[config.mk]
export PLATFORM = sky130hd
export DESIGN_NAME = ea_resolver
export DESIGN_NICKNAME = d
export VERILOG_FILES = /design/src/rtl/ea_pkg.sv /design/src/rtl/ea_ctrl.sv /design/src/rtl/ea_dpath.sv /design/src/rtl/ea_resolver.sv
export SDC_FILE = /design/constraint.sdc
export NUM_CORES = 1
export LEC_CHECK = 0
export CAP_MARGIN = 30
export CELL_PAD_IN_SITES_DETAIL_PLACEMENT = 1
export CELL_PAD_IN_SITES_GLOBAL_PLACEMENT = 2
export CORE_MARGIN = 4
export CORE_UTILIZATION = 41
export DETAILED_ROUTE_END_ITERATION = 16
export DONT_BUFFER_PORTS = 1
export PLACE_DENSITY_LB_ADDON = 0.1
export SYNTH_ARGS = -nofsm -noshare
export SYNTH_HDL_FRONTEND = slang
export SYNTH_SLANG_ARGS = --single-unit
[constraint.sdc]
create_clock -name clk -period 6.65 [get_ports clk]
set_input_delay 0.665 -clock clk [delete_from_list [all_inputs] [get_ports clk]]
set_output_delay 0.665 -clock clk [all_outputs]
set_load 0.005 [all_outputs]
[src/rtl/ea_pkg.sv]
package ea_pkg;

  localparam int MODE_W = 4;

  typedef enum logic [MODE_W-1:0] {
    MD_IMM  = 4'd0,
    MD_ZPG  = 4'd1,
    MD_ZPX  = 4'd2,
    MD_ZPY  = 4'd3,
    MD_ABS  = 4'd4,
    MD_ABX  = 4'd5,
    MD_ABY  = 4'd6,
    MD_PREX = 4'd7,
    MD_POSY = 4'd8,
    MD_IND  = 4'd9,
    MD_ACC  = 4'd10,
    MD_REGX = 4'd11,
    MD_REGY = 4'd12,
    MD_RS13 = 4'd13,
    MD_RS14 = 4'd14,
    MD_RS15 = 4'd15
  } eaMode_e;

  typedef enum logic [1:0] {
    CL_VALUE,
    CL_DIRECT,
    CL_POINTER,
    CL_BAD
  } modeClass_e;

  typedef enum logic [1:0] {
    AS_PTR_LO,
    AS_PTR_HI,
    AS_EA
  } addrSel_e;

  typedef struct packed {
    logic     ldReq;
    logic     ldPtrLo;
    logic     ldPtrHi;
    logic     ldData;
    addrSel_e addrSel;
  } eaStrobe_t;

  function automatic modeClass_e classify(input logic [MODE_W-1:0] m);
    case (m)
      MD_IMM, MD_ACC, MD_REGX, MD_REGY:               classify = CL_VALUE;
      MD_ZPG, MD_ZPX, MD_ZPY, MD_ABS, MD_ABX, MD_ABY: classify = CL_DIRECT;
      MD_PREX, MD_POSY, MD_IND:                       classify = CL_POINTER;
      default:                                        classify = CL_BAD;
    endcase
  endfunction

endpackage

[src/rtl/ea_ctrl.sv]
module ea_ctrl
  import ea_pkg::*;
(
  input  logic                 clk,
  input  logic                 rstN,
  input  logic                 reqValid,
  input  logic [MODE_W-1:0]    mode,
  input  logic                 memRdValid,
  output logic                 memReq,
  output logic                 done,
  output eaStrobe_t            stb
);

  typedef enum logic [2:0] {
    ST_IDLE,
    ST_PLO,
    ST_PHI,
    ST_DATA,
    ST_FIN
  } ctrlState_e;

  ctrlState_e stateQ, stateD;
  modeClass_e reqClass;

  assign reqClass = classify(mode);

  always_comb begin
    stateD = stateQ;
    case (stateQ)
      ST_IDLE: if (reqValid) begin
        case (reqClass)
          CL_DIRECT:  stateD = ST_DATA;
          CL_POINTER: stateD = ST_PLO;
          default:    stateD = ST_FIN;
        endcase
      end
      ST_PLO:  if (memRdValid) stateD = ST_PHI;
      ST_PHI:  if (memRdValid) stateD = ST_DATA;
      ST_DATA: if (memRdValid) stateD = ST_FIN;
      ST_FIN:  stateD = ST_IDLE;
      default: stateD = ST_IDLE;
    endcase
  end

  always_ff @(posedge clk or negedge rstN) begin
    if (!rstN) stateQ <= ST_IDLE;
    else       stateQ <= stateD;
  end

  always_comb begin
    stb.ldReq   = (stateQ == ST_IDLE) && reqValid;
    stb.ldPtrLo = (stateQ == ST_PLO)  && memRdValid;
    stb.ldPtrHi = (stateQ == ST_PHI)  && memRdValid;
    stb.ldData  = (stateQ == ST_DATA) && memRdValid;
    case (stateQ)
      ST_PLO:  stb.addrSel = AS_PTR_LO;
      ST_PHI:  stb.addrSel = AS_PTR_HI;
      default: stb.addrSel = AS_EA;
    endcase
  end

  assign memReq = (stateQ == ST_PLO) || (stateQ == ST_PHI) || (stateQ == ST_DATA);
  assign done   = (stateQ == ST_FIN);

  AST_DONE_SINGLE: assert property (@(posedge clk) disable iff (!rstN)
    done |=> !done);

  AST_DONE_THEN_IDLE: assert property (@(posedge clk) disable iff (!rstN)
    done |=> !memReq);

endmodule

[src/rtl/ea_dpath.sv]
module ea_dpath
  import ea_pkg::*;
#(
  parameter int DATA_W = 8
) (
  input  logic                 clk,
  input  logic                 rstN,
  input  eaStrobe_t            stb,
  input  logic [MODE_W-1:0]    mode,
  input  logic [DATA_W-1:0]    opLo,
  input  logic [DATA_W-1:0]    opHi,
  input  logic [DATA_W-1:0]    idxX,
  input  logic [DATA_W-1:0]    idxY,
  input  logic [DATA_W-1:0]    accIn,
  input  logic [DATA_W-1:0]    memRdData,
  output logic [2*DATA_W-1:0]  memAddr,
  output logic [2*DATA_W-1:0]  effAddr,
  output logic [DATA_W-1:0]    operand,
  output logic                 noAddr,
  output logic                 err
);

  localparam int ADDR_W = 2 * DATA_W;
  localparam logic [DATA_W-1:0] PAGE_ZERO = '0;

  logic [MODE_W-1:0] modeQ;
  logic [DATA_W-1:0] yQ, ptrLoQ, dataQ;
  logic [ADDR_W-1:0] eaQ, startAddr, ptrNext, idxAdd;
  logic              noAddrQ, errQ;
  logic [DATA_W-1:0] valueIn;
  modeClass_e        inClass;

  assign inClass = classify(mode);

  // First address: the operand address for direct modes, the pointer
  // location for pointer modes.
  always_comb begin
    case (mode)
      MD_ZPG:  startAddr = {PAGE_ZERO, opLo};
      MD_ZPX:  startAddr = {PAGE_ZERO, opLo + idxX};
      MD_ZPY:  startAddr = {PAGE_ZERO, opLo + idxY};
      MD_ABS:  startAddr = {opHi, opLo};
      MD_ABX:  startAddr = {opHi, opLo} + {PAGE_ZERO, idxX};
      MD_ABY:  startAddr = {opHi, opLo} + {PAGE_ZERO, idxY};
      MD_PREX: startAddr = {PAGE_ZERO, opLo + idxX};
      MD_POSY: startAddr = {PAGE_ZERO, opLo};
      MD_IND:  startAddr = {opHi, opLo};
      default: startAddr = '0;
    endcase
  end

  always_comb begin
    case (mode)
      MD_IMM:  valueIn = opLo;
      MD_ACC:  valueIn = accIn;
      MD_REGX: valueIn = idxX;
      MD_REGY: valueIn = idxY;
      default: valueIn = '0;
    endcase
  end

  // Second pointer byte: page-zero modes wrap in the low byte only.
  always_comb begin
    if (modeQ == MD_IND) ptrNext = eaQ + ADDR_W'(1);
    else                 ptrNext = {PAGE_ZERO, eaQ[DATA_W-1:0] + DATA_W'(1)};
  end

  assign idxAdd = (modeQ == MD_POSY) ? {PAGE_ZERO, yQ} : '0;

  always_ff @(posedge clk or negedge rstN) begin
    if (!rstN) begin
      modeQ   <= '0;
      yQ      <= '0;
      ptrLoQ  <= '0;
      dataQ   <= '0;
      eaQ     <= '0;
      noAddrQ <= 1'b0;
      errQ    <= 1'b0;
    end else begin
      if (stb.ldReq) begin
        modeQ   <= mode;
        yQ      <= idxY;
        eaQ     <= startAddr;
        dataQ   <= valueIn;
        noAddrQ <= (inClass == CL_VALUE) || (inClass == CL_BAD);
        errQ    <= (inClass == CL_BAD);
      end
      if (stb.ldPtrLo) ptrLoQ <= memRdData;
      if (stb.ldPtrHi) eaQ    <= {memRdData, ptrLoQ} + idxAdd;
      if (stb.ldData)  dataQ  <= memRdData;
    end
  end

  always_comb begin
    case (stb.addrSel)
      AS_PTR_LO: memAddr = eaQ;
      AS_PTR_HI: memAddr = ptrNext;
      default:   memAddr = eaQ;
    endcase
  end

  assign effAddr = eaQ;
  assign operand = dataQ;
  assign noAddr  = noAddrQ;
  assign err     = errQ;

  AST_ZP_PAGE: assert property (@(posedge clk) disable iff (!rstN)
    (stb.ldData && (modeQ == MD_ZPG || modeQ == MD_ZPX || modeQ == MD_ZPY))
      |-> (memAddr[ADDR_W-1:DATA_W] == '0));

  AST_PREX_PAGE: assert property (@(posedge clk) disable iff (!rstN)
    ((stb.ldPtrLo || stb.ldPtrHi) && modeQ == MD_PREX)
      |-> (memAddr[ADDR_W-1:DATA_W] == '0));

endmodule

[src/rtl/ea_resolver.sv]
module ea_resolver
  import ea_pkg::*;
#(
  parameter int DATA_W = 8
) (
  input  logic                 clk,
  input  logic                 rstN,
  input  logic                 reqValid,
  input  logic [3:0]           mode,
  input  logic [DATA_W-1:0]    opLo,
  input  logic [DATA_W-1:0]    opHi,
  input  logic [DATA_W-1:0]    idxX,
  input  logic [DATA_W-1:0]    idxY,
  input  logic [DATA_W-1:0]    accIn,
  output logic                 memReq,
  output logic [2*DATA_W-1:0]  memAddr,
  input  logic                 memRdValid,
  input  logic [DATA_W-1:0]    memRdData,
  output logic                 done,
  output logic                 noAddr,
  output logic                 err,
  output logic [2*DATA_W-1:0]  effAddr,
  output logic [DATA_W-1:0]    operand
);

  eaStrobe_t stb;

  ea_ctrl u_ctrl (
    .clk        (clk),
    .rstN       (rstN),
    .reqValid   (reqValid),
    .mode       (mode),
    .memRdValid (memRdValid),
    .memReq     (memReq),
    .done       (done),
    .stb        (stb)
  );

  ea_dpath #(.DATA_W(DATA_W)) u_dpath (
    .clk       (clk),
    .rstN      (rstN),
    .stb       (stb),
    .mode      (mode),
    .opLo      (opLo),
    .opHi      (opHi),
    .idxX      (idxX),
    .idxY      (idxY),
    .accIn     (accIn),
    .memRdData (memRdData),
    .memAddr   (memAddr),
    .effAddr   (effAddr),
    .operand   (operand),
    .noAddr    (noAddr),
    .err       (err)
  );

  AST_REQ_HOLD: assert property (@(posedge clk) disable iff (!rstN)
    (memReq && !memRdValid) |=> (memReq && $stable(memAddr)));

  AST_VALUE_NO_READ: assert property (@(posedge clk) disable iff (!rstN)
    (done && noAddr) |-> !$past(memReq));

endmodule

==> metrics.md <==
| Metric | Value |
|---|---|
| Total grt overflow | `0` |
| Largest net degree at the start of global routing | `50` |
| Max Transition Viols Final | `0` |
| Setup_tns | `0 ns` |
| Synth unique cells | `a little under 60` |
| Final GP Congestion | `approximately 0.92` |
| CP required | `~6.8 ns` |
| Crit path time final | `about 3.7 ns` |
| Setup crit end kind | `register` |
| Syn_nets | `between 600 and 700` |
| Hold-fix buffers, CTS | `0` |
| Reg clk slew, reported paths | `roughly 0.10 ns` |
| Gr usage total | `between 20 and 25%` |
| Ys Warns | `0` |
| Clock power share | `12.5%` |
| Detailed Routing Iterations Pass 1 | `7` |
| Die Y | `113 um` |
| Area growth from synthesis to layout | `4.54%` |
| Total Wirelength | `approximately 15,000 um` |
| Core area | `about 11,000 um^2` |
| Status | `complete, no violations` |
| Switching Share | `between 40% and 50%` |
| Crit-path max FO | `14` |
| Longest Clk Path Bufs | `2` |
| Vias in the first global route | `around 4,300` |
| Worst r2r src | `u_dpath.modeQ[1]` |
| Sequential-to-total area share from yosys stat | `between 20% and 30%` |
| Wire length of the first global-routing pass | `between 20,000 and 25,000 um` |
| Initial antenna violation count | `0` |
| Number of synthesized register bits | `49` |
| DR iter-0 viols | `282` |
| # setup viols final | `0` |
| Period Utilization, post-route | `55.9%` |
| Top-count cell post-synth | `nand2_1` |
| Cell count after synthesis | `around 550` |
| HPWL Detailed | `roughly 12,000 um` |
| Buffers on Ports | `0` |
| Logic pwr share | `between 40% and 50%` |
| Post-placement worst setup slack | `2.61 ns` |
| Final ANT Viol Nets | `0` |
| Final hold violation count | `0` |
| Max Cap Viol | `0` |
| Leading area contributor after synthesis | `dfrtp_1` |
| Final Util | `43.8%` |
| Row cnt | `38` |
| Via Count | `4,154` |
| Max incr delay on CP | `approximately 0.54 ns` |
| Post-CTS Setup Inserts | `0` |
| Top cells by area, synth | `dfrtp_1 27%, ha_1 8.0%, nand2_1 7.9%, mux2_2 5.7%, xnor2_1 4.3%` |
| Share of the synthesized area in the top cell type | `between 20 and 30%` |
| Layout cells sized above 1 | `8.32%` |
| Syn_area_per_cell | `~8 um^2` |
| Setup ws final | `about 2.9 ns` |
| Post-CTS resize count | `0` |
| Worst path slowest cell | `nor2_1` |
| Residual DRC | `0` |
| Synth Flop Type | `dfrtp_1` |
| Die width | `about 110 um` |
| Worst-margin pin slew | `slightly below 1 ns` |
| # fillers | `between 1,000 and 1,500` |
| Clock Latency Late Sink | `around 0.32 ns` |
| FF-to-FF End | `u_dpath.effAddr[8]` |
| Hold_ws | `approximately 0.032 ns` |
| Root Buffer | `clkbuf_8` |
| Syn Std Cell Area | `approximately 4500 um^2` |
| Hold WC Path Type | `input pin to asynchronous set/reset pin` |
| Final #Nets | `between 600 and 700` |
| Leakage power | `~1.9 nW` |
| # IOs | `100` |
| Die area | `about 13,000 um^2` |
| Initial Utilization | `41.9%` |
| Signal arrival time at the worst endpoint | `between 3 and 4 ns` |
| RSZ-0062 raised after global routing | `false` |
| CTS buffer count | `5` |
| H-tree depth | `2` |
| Setup CP Type | `input pin to register` |
| Drt wl/cell | `around 23 um` |
| Highest clock rate | `269 MHz` |
| Sequential Power Share | `40.3%` |
| Register-to-register setup slack | `around 3.3 ns` |
| Internal power | `about 0.80 mW` |
| Power Dens Cells | `312 nW/um^2` |
| Worst vdd ir | `about 0.12 mV` |
| CTS tree | `done` |
| NetSw | `0.674 mW` |
| Post-synth EDFFs | `0` |
| Commonest cells post-synth | `95 x nand2_1, 49 x dfrtp_1, 37 x nor2_1` |
| Reg2Reg Depth | `13` |
| Crit-path cells | `nor2b_1 -> nand2_1 -> nor2_1 -> mux2_2 -> ha_1 -> a211oi_1 -> o21ai_0 -> a31oi_1 -> nor3b_1 -> xnor2_1 -> o221ai_1` |
| Asr flop ratio synth | `100%` |
| Clk_skew | `around 0.0080 ns` |
| Relative slew slack | `between 30% and 40%` |
| Antenna fix cells | `0` |
| TritonCTS Sinks | `49` |
| CP startpoint kind | `input pin` |
| Vias/cell | `6.10` |
-- power groups by stage --
stage                     clock network (mW)  logic (mW)  registers, mW
after global routing                   0.200       0.787          0.616
after detailed placement                   0       0.698          0.602
final                                  0.184       0.697          0.595
after floorplan                            0       0.569          0.526
after CTS                              0.189       0.703          0.596
after global placement                     0       0.679          0.595
-- worst max-delay path by stage --
| stage | slack (ns) | cells past startpoint | end | startpoint |
|---|---|---|---|---|
| final | 2.93 | 11 | u_dpath.effAddr[11] | mode[2] |
| after global routing | 2.67 | 11 | u_dpath.effAddr[11] | mode[2] |
| after CTS | 2.96 | 11 | u_dpath.effAddr[11] | mode[2] |
| after detailed placement | 2.61 | 11 | u_dpath.effAddr[11] | mode[2] |
| after global placement | 2.81 | 11 | u_dpath.effAddr[11] | mode[2] |
| after floorplan | 3.28 | 11 | u_dpath.effAddr[11] | mode[0] |
-- stage by stage --
step / instance area [um^2] / cells / total power, mW
2_1_floorplan: 4520 / 552 / 1.09
3_3_place_gp: 4640 / 673 / 1.27
3_5_place_dp: 4640 / 673 / 1.30
4_1_cts: 4720 / 681 / 1.49
5_1_grt: 4720 / 681 / 1.60
6_report: 4720 / 681 / 1.48
-- per-layer routing --
| metal | vias up | share of wire, % | global-route usage [%] |
|---|---|---|---|
| met5 | - | 0 | 0 |
| met1 | 2053 | 47 | 34.3 |
| li1 | 1996 | - | - |
| met2 | 97 | 47 | 39.7 |
| met3 | 8 | 4.8 | 4.28 |
| met4 | 0 | 1.0 | 4.49 |
-- area by class of cell --
cell class                 instances  area [um^2]  share of cell area, %
multi-input combinational        466         3150                   66.7
sequential                        49         1230                   26.0
tap                              140          175                   3.71
clock buffer                       6         72.6                   1.54
timing repair buffer               5         37.5                  0.794
inverter                          13         48.8                   1.03
clock inverter                     2         15.0                  0.318
-- registers in the layout, summed over array words and instances, names as in the netlist --
signal / cells
u_dpath.yQ: 8
u_dpath.effAddr: 16
u_dpath.noAddr: 1
u_dpath.operand: 8
u_dpath.modeQ: 4
u_dpath.ptrLoQ: 8
u_dpath.err: 1
u_ctrl.stateQ: 3
-- cells by family after synthesis --
| logic type | after synthesis | share of synthesized area [%] |
|---|---|---|
| compound gates | 142 | 21.5 |
| fa+ha+maj | 32 | 9.36 |
| buf+inv | 37 | 3.32 |
| simple gates | 226 | 24.6 |
| xor+xnor | 42 | 8.14 |
| mux | 24 | 5.95 |
| flops | 49 | 27.1 |
-- cell usage in the layout (no fill, tap or decap), types with 3 or more instances in the layout --
cell type,n
mux2_2,23
xor2_1,20
nand3b_1,7
a22oi_1,13
nor3b_1,5
nand2_1,95
or2_2,3
a2bb2oi_1,8
nand2b_1,5
fa_1,3
o21ai_0,27
nand3_1,15
nor3_1,10
nor2b_1,8
a221oi_1,4
and2_1,14
a221o_1,3
xnor2_1,22
dfrtp_1,49
nor2_1,37
a21o_1,4
a31oi_1,14
nand4_1,4
and3_1,5
buf_4,5
o211ai_1,5
a211oi_1,8
inv_1,13
o221ai_1,13
or3_1,5
clkbuf_8,5
ha_1,29
a21oi_1,26
-- critical path: cells and delay by family --
family / cells / cell delay (ns)
AOI/OAI and AO/OA: 4 / 1.30
and+or+nand+nor: 4 / 1.08
muxes: 1 / 0.42
adders and majority gates: 1 / 0.27
xor gates and xnor gates: 1 / 0.17
(Power assumes the default switching activity.)
